### src/rtl/pcs_rx_pkg.sv
package pcs_rx_pkg;

   localparam int SYM_W = 5;
   localparam int NIB_W = 4;

   typedef logic [SYM_W-1:0] sym_t;
   typedef logic [NIB_W-1:0] nib_t;

   localparam sym_t SYM_IDLE  = 5'b11111;
   localparam sym_t SYM_SSD_A = 5'b11000;
   localparam sym_t SYM_SSD_B = 5'b10001;
   localparam sym_t SYM_ESD_A = 5'b01101;
   localparam sym_t SYM_ESD_B = 5'b00111;

   localparam nib_t NIB_PREAMBLE = 4'b0101;
   localparam nib_t NIB_FALSE_CAR = 4'b1110;

   localparam int FLAG_FALSE_CAR = 0;
   localparam int FLAG_PREM_END = 1;
   localparam int NUM_FLAGS = 2;

   typedef enum logic [2:0] {
      ST_IDLE,
      ST_SSD,
      ST_RECV,
      ST_ESD,
      ST_FCAR
   } rx_state_e;

   typedef struct packed {
      logic dv;
      logic er;
      nib_t d;
   } mii_rx_t;

   typedef struct packed {
      logic is_data;
      logic is_idle;
      logic is_ssd_a;
      logic is_esd_a;
      nib_t nib;
   } sym_info_t;

endpackage

### src/rtl/pcs_sym_decode.sv
module pcs_sym_decode
   import pcs_rx_pkg::*;
(
   input  sym_t      sym_i,
   output sym_info_t info_o
);

   always_comb begin
      info_o          = '0;
      info_o.is_data  = 1'b1;
      unique case (sym_i)
         5'b11110: info_o.nib = 4'h0;
         5'b01001: info_o.nib = 4'h1;
         5'b10100: info_o.nib = 4'h2;
         5'b10101: info_o.nib = 4'h3;
         5'b01010: info_o.nib = 4'h4;
         5'b01011: info_o.nib = 4'h5;
         5'b01110: info_o.nib = 4'h6;
         5'b01111: info_o.nib = 4'h7;
         5'b10010: info_o.nib = 4'h8;
         5'b10011: info_o.nib = 4'h9;
         5'b10110: info_o.nib = 4'hA;
         5'b10111: info_o.nib = 4'hB;
         5'b11010: info_o.nib = 4'hC;
         5'b11011: info_o.nib = 4'hD;
         5'b11100: info_o.nib = 4'hE;
         5'b11101: info_o.nib = 4'hF;
         default: info_o.is_data = 1'b0;
      endcase
      info_o.is_idle  = (sym_i == SYM_IDLE);
      info_o.is_ssd_a = (sym_i == SYM_SSD_A);
      info_o.is_esd_a = (sym_i == SYM_ESD_A);
   end

endmodule

### src/rtl/pcs_sticky_flag.sv
module pcs_sticky_flag (
   input  logic clk,
   input  logic rst_n,
   input  logic set_i,
   input  logic clr_i,
   output logic flag_o
);

   always_ff @(posedge clk) begin
      if (!rst_n)
         flag_o <= 1'b0;
      else if (set_i)
         flag_o <= 1'b1;
      else if (clr_i)
         flag_o <= 1'b0;
   end

   AST_SET_WINS: assert property (@(posedge clk) disable iff (!rst_n)
      set_i |=> flag_o);
   AST_FLAG_HOLDS: assert property (@(posedge clk) disable iff (!rst_n)
      (flag_o && !clr_i) |=> flag_o);
   AST_FLAG_CLEARS: assert property (@(posedge clk) disable iff (!rst_n)
      (clr_i && !set_i) |=> !flag_o);

endmodule

### src/rtl/pcs_rx_fsm.sv
module pcs_rx_fsm
   import pcs_rx_pkg::*;
(
   input  logic      clk,
   input  logic      rst_n,
   input  sym_info_t prev_i,
   input  sym_t      cur_i,
   output mii_rx_t   mii_o,
   output logic      false_car_o,
   output logic      prem_end_o
);

   rx_state_e state_q, state_d;
   mii_rx_t   mii_d;

   always_comb begin
      state_d     = state_q;
      mii_d       = '0;
      false_car_o = 1'b0;
      prem_end_o  = 1'b0;
      unique case (state_q)
         ST_IDLE: begin
            if (prev_i.is_idle) begin
               state_d = ST_IDLE;
            end else if (prev_i.is_ssd_a && cur_i == SYM_SSD_B) begin
               mii_d.dv = 1'b1;
               mii_d.d  = NIB_PREAMBLE;
               state_d  = ST_SSD;
            end else begin
               false_car_o = 1'b1;
               mii_d.er    = 1'b1;
               mii_d.d     = NIB_FALSE_CAR;
               state_d     = ST_FCAR;
            end
         end
         ST_SSD: begin
            mii_d.dv = 1'b1;
            mii_d.d  = NIB_PREAMBLE;
            state_d  = ST_RECV;
         end
         ST_RECV: begin
            if (prev_i.is_esd_a && cur_i == SYM_ESD_B) begin
               state_d = ST_ESD;
            end else if (prev_i.is_idle && cur_i == SYM_IDLE) begin
               prem_end_o = 1'b1;
               mii_d.er   = 1'b1;
               state_d    = ST_IDLE;
            end else if (prev_i.is_data) begin
               mii_d.dv = 1'b1;
               mii_d.d  = prev_i.nib;
            end else begin
               mii_d.dv = 1'b1;
               mii_d.er = 1'b1;
            end
         end
         ST_ESD: begin
            state_d = ST_IDLE;
         end
         ST_FCAR: begin
            if (prev_i.is_idle) begin
               state_d = ST_IDLE;
            end else begin
               mii_d.er = 1'b1;
               mii_d.d  = NIB_FALSE_CAR;
            end
         end
         default: state_d = ST_IDLE;
      endcase
   end

   always_ff @(posedge clk) begin
      if (!rst_n) begin
         state_q <= ST_IDLE;
         mii_o   <= '0;
      end else begin
         state_q <= state_d;
         mii_o   <= mii_d;
      end
   end

   AST_PREAMBLE_FIRST: assert property (@(posedge clk) disable iff (!rst_n)
      $rose(mii_o.dv) |-> (mii_o.d == NIB_PREAMBLE));
   AST_PREAMBLE_SECOND: assert property (@(posedge clk) disable iff (!rst_n)
      $rose(mii_o.dv) |=> (mii_o.dv && mii_o.d == NIB_PREAMBLE));
   AST_ESD_HIDDEN: assert property (@(posedge clk) disable iff (!rst_n)
      (state_q == ST_RECV && prev_i.is_esd_a && cur_i == SYM_ESD_B)
      |=> (!mii_o.dv && !mii_o.er));
   AST_FALSE_CAR_OUT: assert property (@(posedge clk) disable iff (!rst_n)
      false_car_o |=> (!mii_o.dv && mii_o.er));
   AST_PREM_END_OUT: assert property (@(posedge clk) disable iff (!rst_n)
      prem_end_o |=> (!mii_o.dv && mii_o.er));

endmodule

### src/rtl/pcs_rx_decoder.sv
module pcs_rx_decoder
   import pcs_rx_pkg::*;
#(
   parameter int SYM_W = pcs_rx_pkg::SYM_W,
   parameter int NIB_W = pcs_rx_pkg::NIB_W
) (
   input  logic             clk,
   input  logic             rst_n,
   input  logic [SYM_W-1:0] code_i,
   input  logic             stat_clr_i,
   output logic [NIB_W-1:0] rxd_o,
   output logic             rx_dv_o,
   output logic             rx_er_o,
   output logic             false_carrier_o,
   output logic             premature_end_o
);

   initial begin
      if (SYM_W != 5 || NIB_W != 4)
         $fatal(1, "code group and nibble widths must be 5 and 4");
   end

   sym_t                 cur_sym;
   sym_t                 prev_sym_q;
   sym_info_t            prev_info;
   mii_rx_t              mii;
   logic [NUM_FLAGS-1:0] flag_set;
   logic [NUM_FLAGS-1:0] flag_q;

   assign cur_sym = sym_t'(code_i);

   // one-symbol lookahead window: held symbol plus current input
   always_ff @(posedge clk) begin
      if (!rst_n)
         prev_sym_q <= SYM_IDLE;
      else
         prev_sym_q <= cur_sym;
   end

   pcs_sym_decode u_decode (
      .sym_i  (prev_sym_q),
      .info_o (prev_info)
   );

   pcs_rx_fsm u_fsm (
      .clk         (clk),
      .rst_n       (rst_n),
      .prev_i      (prev_info),
      .cur_i       (cur_sym),
      .mii_o       (mii),
      .false_car_o (flag_set[FLAG_FALSE_CAR]),
      .prem_end_o  (flag_set[FLAG_PREM_END])
   );

   for (genvar g = 0; g < NUM_FLAGS; g++) begin : g_flag
      pcs_sticky_flag u_flag (
         .clk    (clk),
         .rst_n  (rst_n),
         .set_i  (flag_set[g]),
         .clr_i  (stat_clr_i),
         .flag_o (flag_q[g])
      );
   end

   assign rxd_o           = NIB_W'(mii.d);
   assign rx_dv_o         = mii.dv;
   assign rx_er_o         = mii.er;
   assign false_carrier_o = flag_q[FLAG_FALSE_CAR];
   assign premature_end_o = flag_q[FLAG_PREM_END];

endmodule

### config.mk
export PLATFORM = sky130hd
export DESIGN_NAME = pcs_rx_decoder
export DESIGN_NICKNAME = d
export VERILOG_FILES = /design/src/rtl/pcs_rx_pkg.sv /design/src/rtl/pcs_sym_decode.sv /design/src/rtl/pcs_sticky_flag.sv /design/src/rtl/pcs_rx_fsm.sv /design/src/rtl/pcs_rx_decoder.sv
export SDC_FILE = /design/constraint.sdc
export NUM_CORES = 1
export LEC_CHECK = 0
export CAP_MARGIN = 20
export CORE_ASPECT_RATIO = 1.25
export CORE_UTILIZATION = 40
export CTS_BUF_LIST = sky130_fd_sc_hd__clkbuf_8
export DETAILED_ROUTE_END_ITERATION = 16
export DONT_BUFFER_PORTS = 1
export SLEW_MARGIN = 10
export SYNTH_ARGS = -nofsm -noshare
export SYNTH_HDL_FRONTEND = slang
export SYNTH_SLANG_ARGS = --single-unit
### constraint.sdc
create_clock -name clk -period 1.29 [get_ports clk]
set_input_delay 0.258 -clock clk [delete_from_list [all_inputs] [get_ports clk]]
set_output_delay 0.258 -clock clk [all_outputs]
set_load 0.02 [all_outputs]
# Word level (Yosys, flattened, before mapping)
# Cells that the tools add are included.
# totals
output_inout_bits	8
register_bits	16
word_cells	72
# classes
n_eq_ne	27
mux	30
reduce_logical	8
# ops
cell	count
$eq 5x5->1 const B	15
$pmux 4 s15	1
$eq 5x4->1 const B	6
$pmux 4 s4	1
$reduce_or 16->1	1
$mux 3	5
$mux 1	14
$mux 4	3
$mux 6	2
$pmux 3 s4	1
$pmux 1 s3	2
$eq 5x3->1 const B	1
$mux 5	1
$reduce_bool 2->1	2
$eq 3x1->1 const B	1
$eq 3x2->1 const B	1
$eq 3x3->1 const B	1
$logic_and 1x1->1	3
$logic_not 3->1	1
$ne 3x1->1 const B	1
$ne 2x1->1 const B	1
$reduce_and 2->1	1

# Logic depth before layout (Yosys ltp)
# depth
ltp_word	7
mapped_depth	5
ltp_nobuf	4

# Hierarchy
# A second synthesis with hierarchy kept.
# unflattened
cells_unflattened	96
area_unflattened_um2	857.1
# by_module_without_submodules
module	cells_per_inst	n_inst	area_each_um2
pcs_rx_fsm	54	1	464.2
pcs_sym_decode	26	1	178.9
pcs_rx_decoder	10	1	131.4
pcs_sticky_flag	3	2	41.3

# Worst setup path before layout
# OpenSTA, ideal clock, no wires.
# synth_path
path_type	flip-flop to flip-flop
from	register prev_sym_q[1]
to	register u_fsm.mii_o[5] (netlist name)
period_less_slack_ns	1.309
setup_ns	0.115
required_ns	1.175
path_slack_ns	-0.019
stages_incl_launch_ff	5
arrival_ns	1.194
cell_sequence	dfxtp_1 > or4_4 > a211oi_2 > nor2_1 > o21a_1
# synth_between
elab_chain_cells	5
# synth_rtl
item	line	source
start, declared	pcs_rx_decoder.sv:24	sym_t prev_sym_q;
start signal, assigned	pcs_rx_decoder.sv:37	prev_sym_q <= cur_sym;
$eq 5x5->1, on equally long branches	pcs_sym_decode.sv:30, pcs_sym_decode.sv:31	
$logic_and 1x1->1, on equally long branches	pcs_rx_fsm.sv:44, pcs_rx_fsm.sv:25	
$mux 1, on equally long branches	pcs_rx_fsm.sv:44, pcs_rx_fsm.sv:25	
$mux 6, on equally long branches	pcs_rx_fsm.sv:42, pcs_rx_fsm.sv:23	
$pmux 1 s3 (*)	pcs_rx_fsm.sv:21	unique case (state_q)
end signal, assigned	pcs_rx_fsm.sv:77	mii_o <= mii_d;
end, declared	pcs_rx_fsm.sv:8	output mii_rx_t mii_o,
# Mark *: on every way between the ends. The rest lies on a longest branch, timed or not.
# A chain may end at the register's enable or synchronous reset.

# Worst setup path in the final report
# layout_path
from	register prev_sym_q[1]
to	register u_fsm.state_q[0]
# layout_between
elab_chain_cells	5
# layout_rtl
item	line	source
$eq 5x5->1	pcs_sym_decode.sv:31	info_o.is_ssd_a = (sym_i == SYM_SSD_A);
$logic_and 1x1->1	pcs_rx_fsm.sv:25	end else if (prev_i.is_ssd_a && cur_i == SYM_SSD_B) begin
$mux 3	pcs_rx_fsm.sv:25	
$mux 3	pcs_rx_fsm.sv:23	if (prev_i.is_idle) begin
$pmux 3 s4	pcs_rx_fsm.sv:21	
end signal, assigned	pcs_rx_fsm.sv:76	state_q <= state_d;
end, declared	pcs_rx_fsm.sv:13	rx_state_e state_q, state_d;
# Several ways; a longest one is shown, not always the timed one.

==> impl_metrics.yaml <==
run_status:
  status: "finished, violations left"
  failing_checks: "negative setup slack"
worst_setup_path:
  rrSetupSlack_ns: -0.13
  crit_chain: "buf_4 > nor4b_1 > nand4_1 > o32ai_1 > and4b_1"
  cell_type_of_the_slowest_stage_on_the_worst_timing_path: "dfxtp_2"
  critical_path.startpoint_type: "flop"
  critPathTopFamily: "simple AND/OR/NAND/NOR gates"
  critical_path_arrival_ns: 1.62
  reg2reg_from: "prev_sym_q[1]"
  timing.reg2reg.worst_path_depth: 5
  timing.critical_path.buf_inv: 1
  timing.rr.end: "u_fsm.state_q[0]"
  timing.critical_path.slowest_cell_delay_ns: 0.33
  timing.setup.critical_path_class: "flop to flop"
  endpoint_kind: "flop"
  critical_path_required_ns: 1.49
  crit_fanout: 8
  worst-path-stages: 5
floorplanning:
  start_util: 0.429
  die_outline_area_um2: 2090
  rows: 17
  fp.dieW_um: 41.1
  core_area_um2: 1790
  io_pins: 16
  fp.dieH_um: 50.9
final_layout:
  final_layout_size_suffix_gt1_frac: 0.317
  area_growth_from_synthesis_to_layout_pct: 29.1
  design_area_um2: 988
  layout_common_cells: "buf_4, dfxtp_1, nand2_1, a21oi_1, nand2b_1"
  final_cell_count_no_fill: 123
  fin_util: 0.553
  final_net_count: 113
  antenna_diode_count: 0
  most_frequent_standard_cell_in_the_layout_excluding_fill_and_tap_cells: "buf_4"
sta:
  clock_skew_ns: 0.00304
  max-slew-margin-rel: 0.800
  setup_total_negative_slack_ns: -0.251
  slew_violations: 0
  maxClockFrequency_ghz: 0.704
  holdWs_ns: 0.0769
  finalCritPeriodShare: 1.10
  finalHoldViolations: 0
  final.setup.worst_slack_ns: -0.131
  setup_violations: 3
  unrepaired_setup_endpoints_after_global_routing: "true"
  final_period_minus_worst_setup_slack_ns: 1.42
  tightestPinTransition_ns: 0.296
route:
  first_pass_iters: 4
  detail_route.drc_violations: 0
  dr.first_iter.drc_count: 7
  antenna_violating_nets_left: 0
  wire_length_per_cell_after_detailed_routing_um: 16.2
  vias_per_cell: 5.94
  routed_wl_um: 2000
  detailroute.via_count: 731
power:
  worst_ir_drop_vdd_v: 0.000877
  p_per_area_nw_per_um2: 1150
  p_leak_nw: 0.387
  power.total_mw: 1.14
min_path:
  worst_hold_path.num_cells: 1
  worst_hold_path_type: "input port to flop"
  min_delay_worst_endpoint: "prev_sym_q[1]"
  hold_path_startpoint: "rst_n"
synthesis:
  post_synth_inst_count: 88
  avgSynthCellArea_um2: 8.70
  mappedNetlistNets: 96
  yosys_warnings: 0
  synth_area_um2: 766
  synth_seq_area_share: 0.418
  yosys_register_bits: 16
  synth_cell_type_count: 32
job:
  max_cap_violations: 0
place:
  placed_area_um2: 877
  dp_hpwl_um: 1390
  place_inst: 117
  port-buffer-count: 0
  last_weighted_congestion_value_of_the_routability_driven_placer: 0.827
  detailedPlace.worstSlack_ns: -0.133
grt:
  grt_first_pass_wirelength_um: 3080
  maximum_number_of_pins_on_one_net_before_global_route_repair: 13
  via_count_of_the_first_global_routing_pass: 684
  grt_util_all_layers: 0.218
  antenna_found_initial: 0
  grt_remaining_overflow: 0
clock_tree:
  cts-buffers-inserted: 3
  cts_sinks: 16
  clock_latency_ns: 0.25
  worst_setup_hold_path_clk_slew_ns: 0.06
  cts-root-buf: "clkbuf_8"
  clock_tree.buffer_depth: 2
  cts_tree: "yes"
  h-tree-depth: 1
[cell usage after synthesis]
| library cell | instances | area [um2] |
|---|---|---|
| dfxtp_1 | 16 | 320 |
| a21oi_1 | 7 | 35.0 |
| nand2_1 | 6 | 22.5 |
| nand2b_1 | 6 | 37.5 |
| nand3_1 | 5 | 25.0 |
| inv_1 | 4 | 15.0 |
| nand4_1 | 4 | 25.0 |
| nor2_1 | 4 | 15.0 |
| xnor2_1 | 4 | 35.0 |
| o32ai_1 | 3 | 26.3 |
| and2_1 | 2 | 12.5 |
| buf_2 | 2 | 10.0 |
| nor4b_1 | 2 | 17.5 |
| o211ai_1 | 2 | 15.0 |
| o21ai_0 | 2 | 10.0 |
| o21ai_1 | 2 | 10.0 |
| or2_1 | 2 | 12.5 |
| a211oi_2 | 1 | 12.5 |
| a21boi_1 | 1 | 7.51 |
| a31oi_1 | 1 | 6.26 |
| and3_1 | 1 | 6.26 |
| and4b_1 | 1 | 10.0 |
| and4bb_1 | 1 | 12.5 |
| buf_1 | 1 | 3.75 |
| clkbuf_1 | 1 | 3.75 |
| nand3b_1 | 1 | 7.51 |
| nor2b_1 | 1 | 6.26 |
| o21a_1 | 1 | 7.51 |
| o221ai_1 | 1 | 8.76 |
| o2bb2ai_1 | 1 | 8.76 |
| o311ai_1 | 1 | 8.76 |
| or4_4 | 1 | 11.3 |
[cell families (layout without fill, tap and decap cells)]
group	count (synthesis)	count (layout)	share of synthesized area
flip-flops	16	16	0.418
AO/OA/AOI/OAI	23	23	0.204
buffers and inverters	8	24	0.0425
AND/OR/NAND/NOR	37	37	0.289
XOR/XNOR	4	4	0.0457
[final cells by class]
cell class              count  area, um2
repair buffers             16        120
well taps                  19       23.8
flip-flops and latches     16        324
multi-input cells          64        450
clock buffers               4       55.1
inverters                   4       15.0
fillers                   173        798
[sequential cells by signal (all words and copies together) (netlist names)]
| name | count |
|---|---|
| u_fsm.mii_o | 6 |
| u_fsm.state_q | 3 |
| g_flag.u_flag.flag_o | 2 |
| prev_sym_q | 5 |
[power breakdown]
| group | switching (mW) | internal (mW) | leakage, nW |
|---|---|---|---|
| clock network | 0.176 | 0.271 | 0.0288 |
| logic | 0.0628 | 0.0681 | 0.227 |
| registers | 0.0374 | 0.521 | 0.132 |
| total | 0.276 | 0.860 | 0.387 |
[worst max-delay path by stage]
stage,startpoint,end
after floorplan,prev_sym_q[1],u_fsm.mii_o[5]
after global placement,prev_sym_q[1],u_fsm.state_q[0]
after global routing,prev_sym_q[1],u_fsm.state_q[0]
final,prev_sym_q[1],u_fsm.state_q[0]
after CTS,prev_sym_q[1],u_fsm.mii_o[5]
after detailed placement,prev_sym_q[0],u_fsm.mii_o[4]
[per-layer routing]
layer  up-vias  share of wire  global-route usage
li1        354              -                   -
met1       347           0.40               0.234
met2        24           0.53               0.372
met3         6          0.044              0.0739
met4         0          0.021              0.0806
met5         -              0                   0
[what timing repair did]
action / in CTS / in global routing
buffers inserted: 1 / 1
resized for setup: 6 / 6
setup endpoints to repair: 8 / 11
hold endpoints to repair: 0 / 0
pin swaps: 0 / 3
hold buffers: 0 / 0
(Power assumes the default switching activity.)
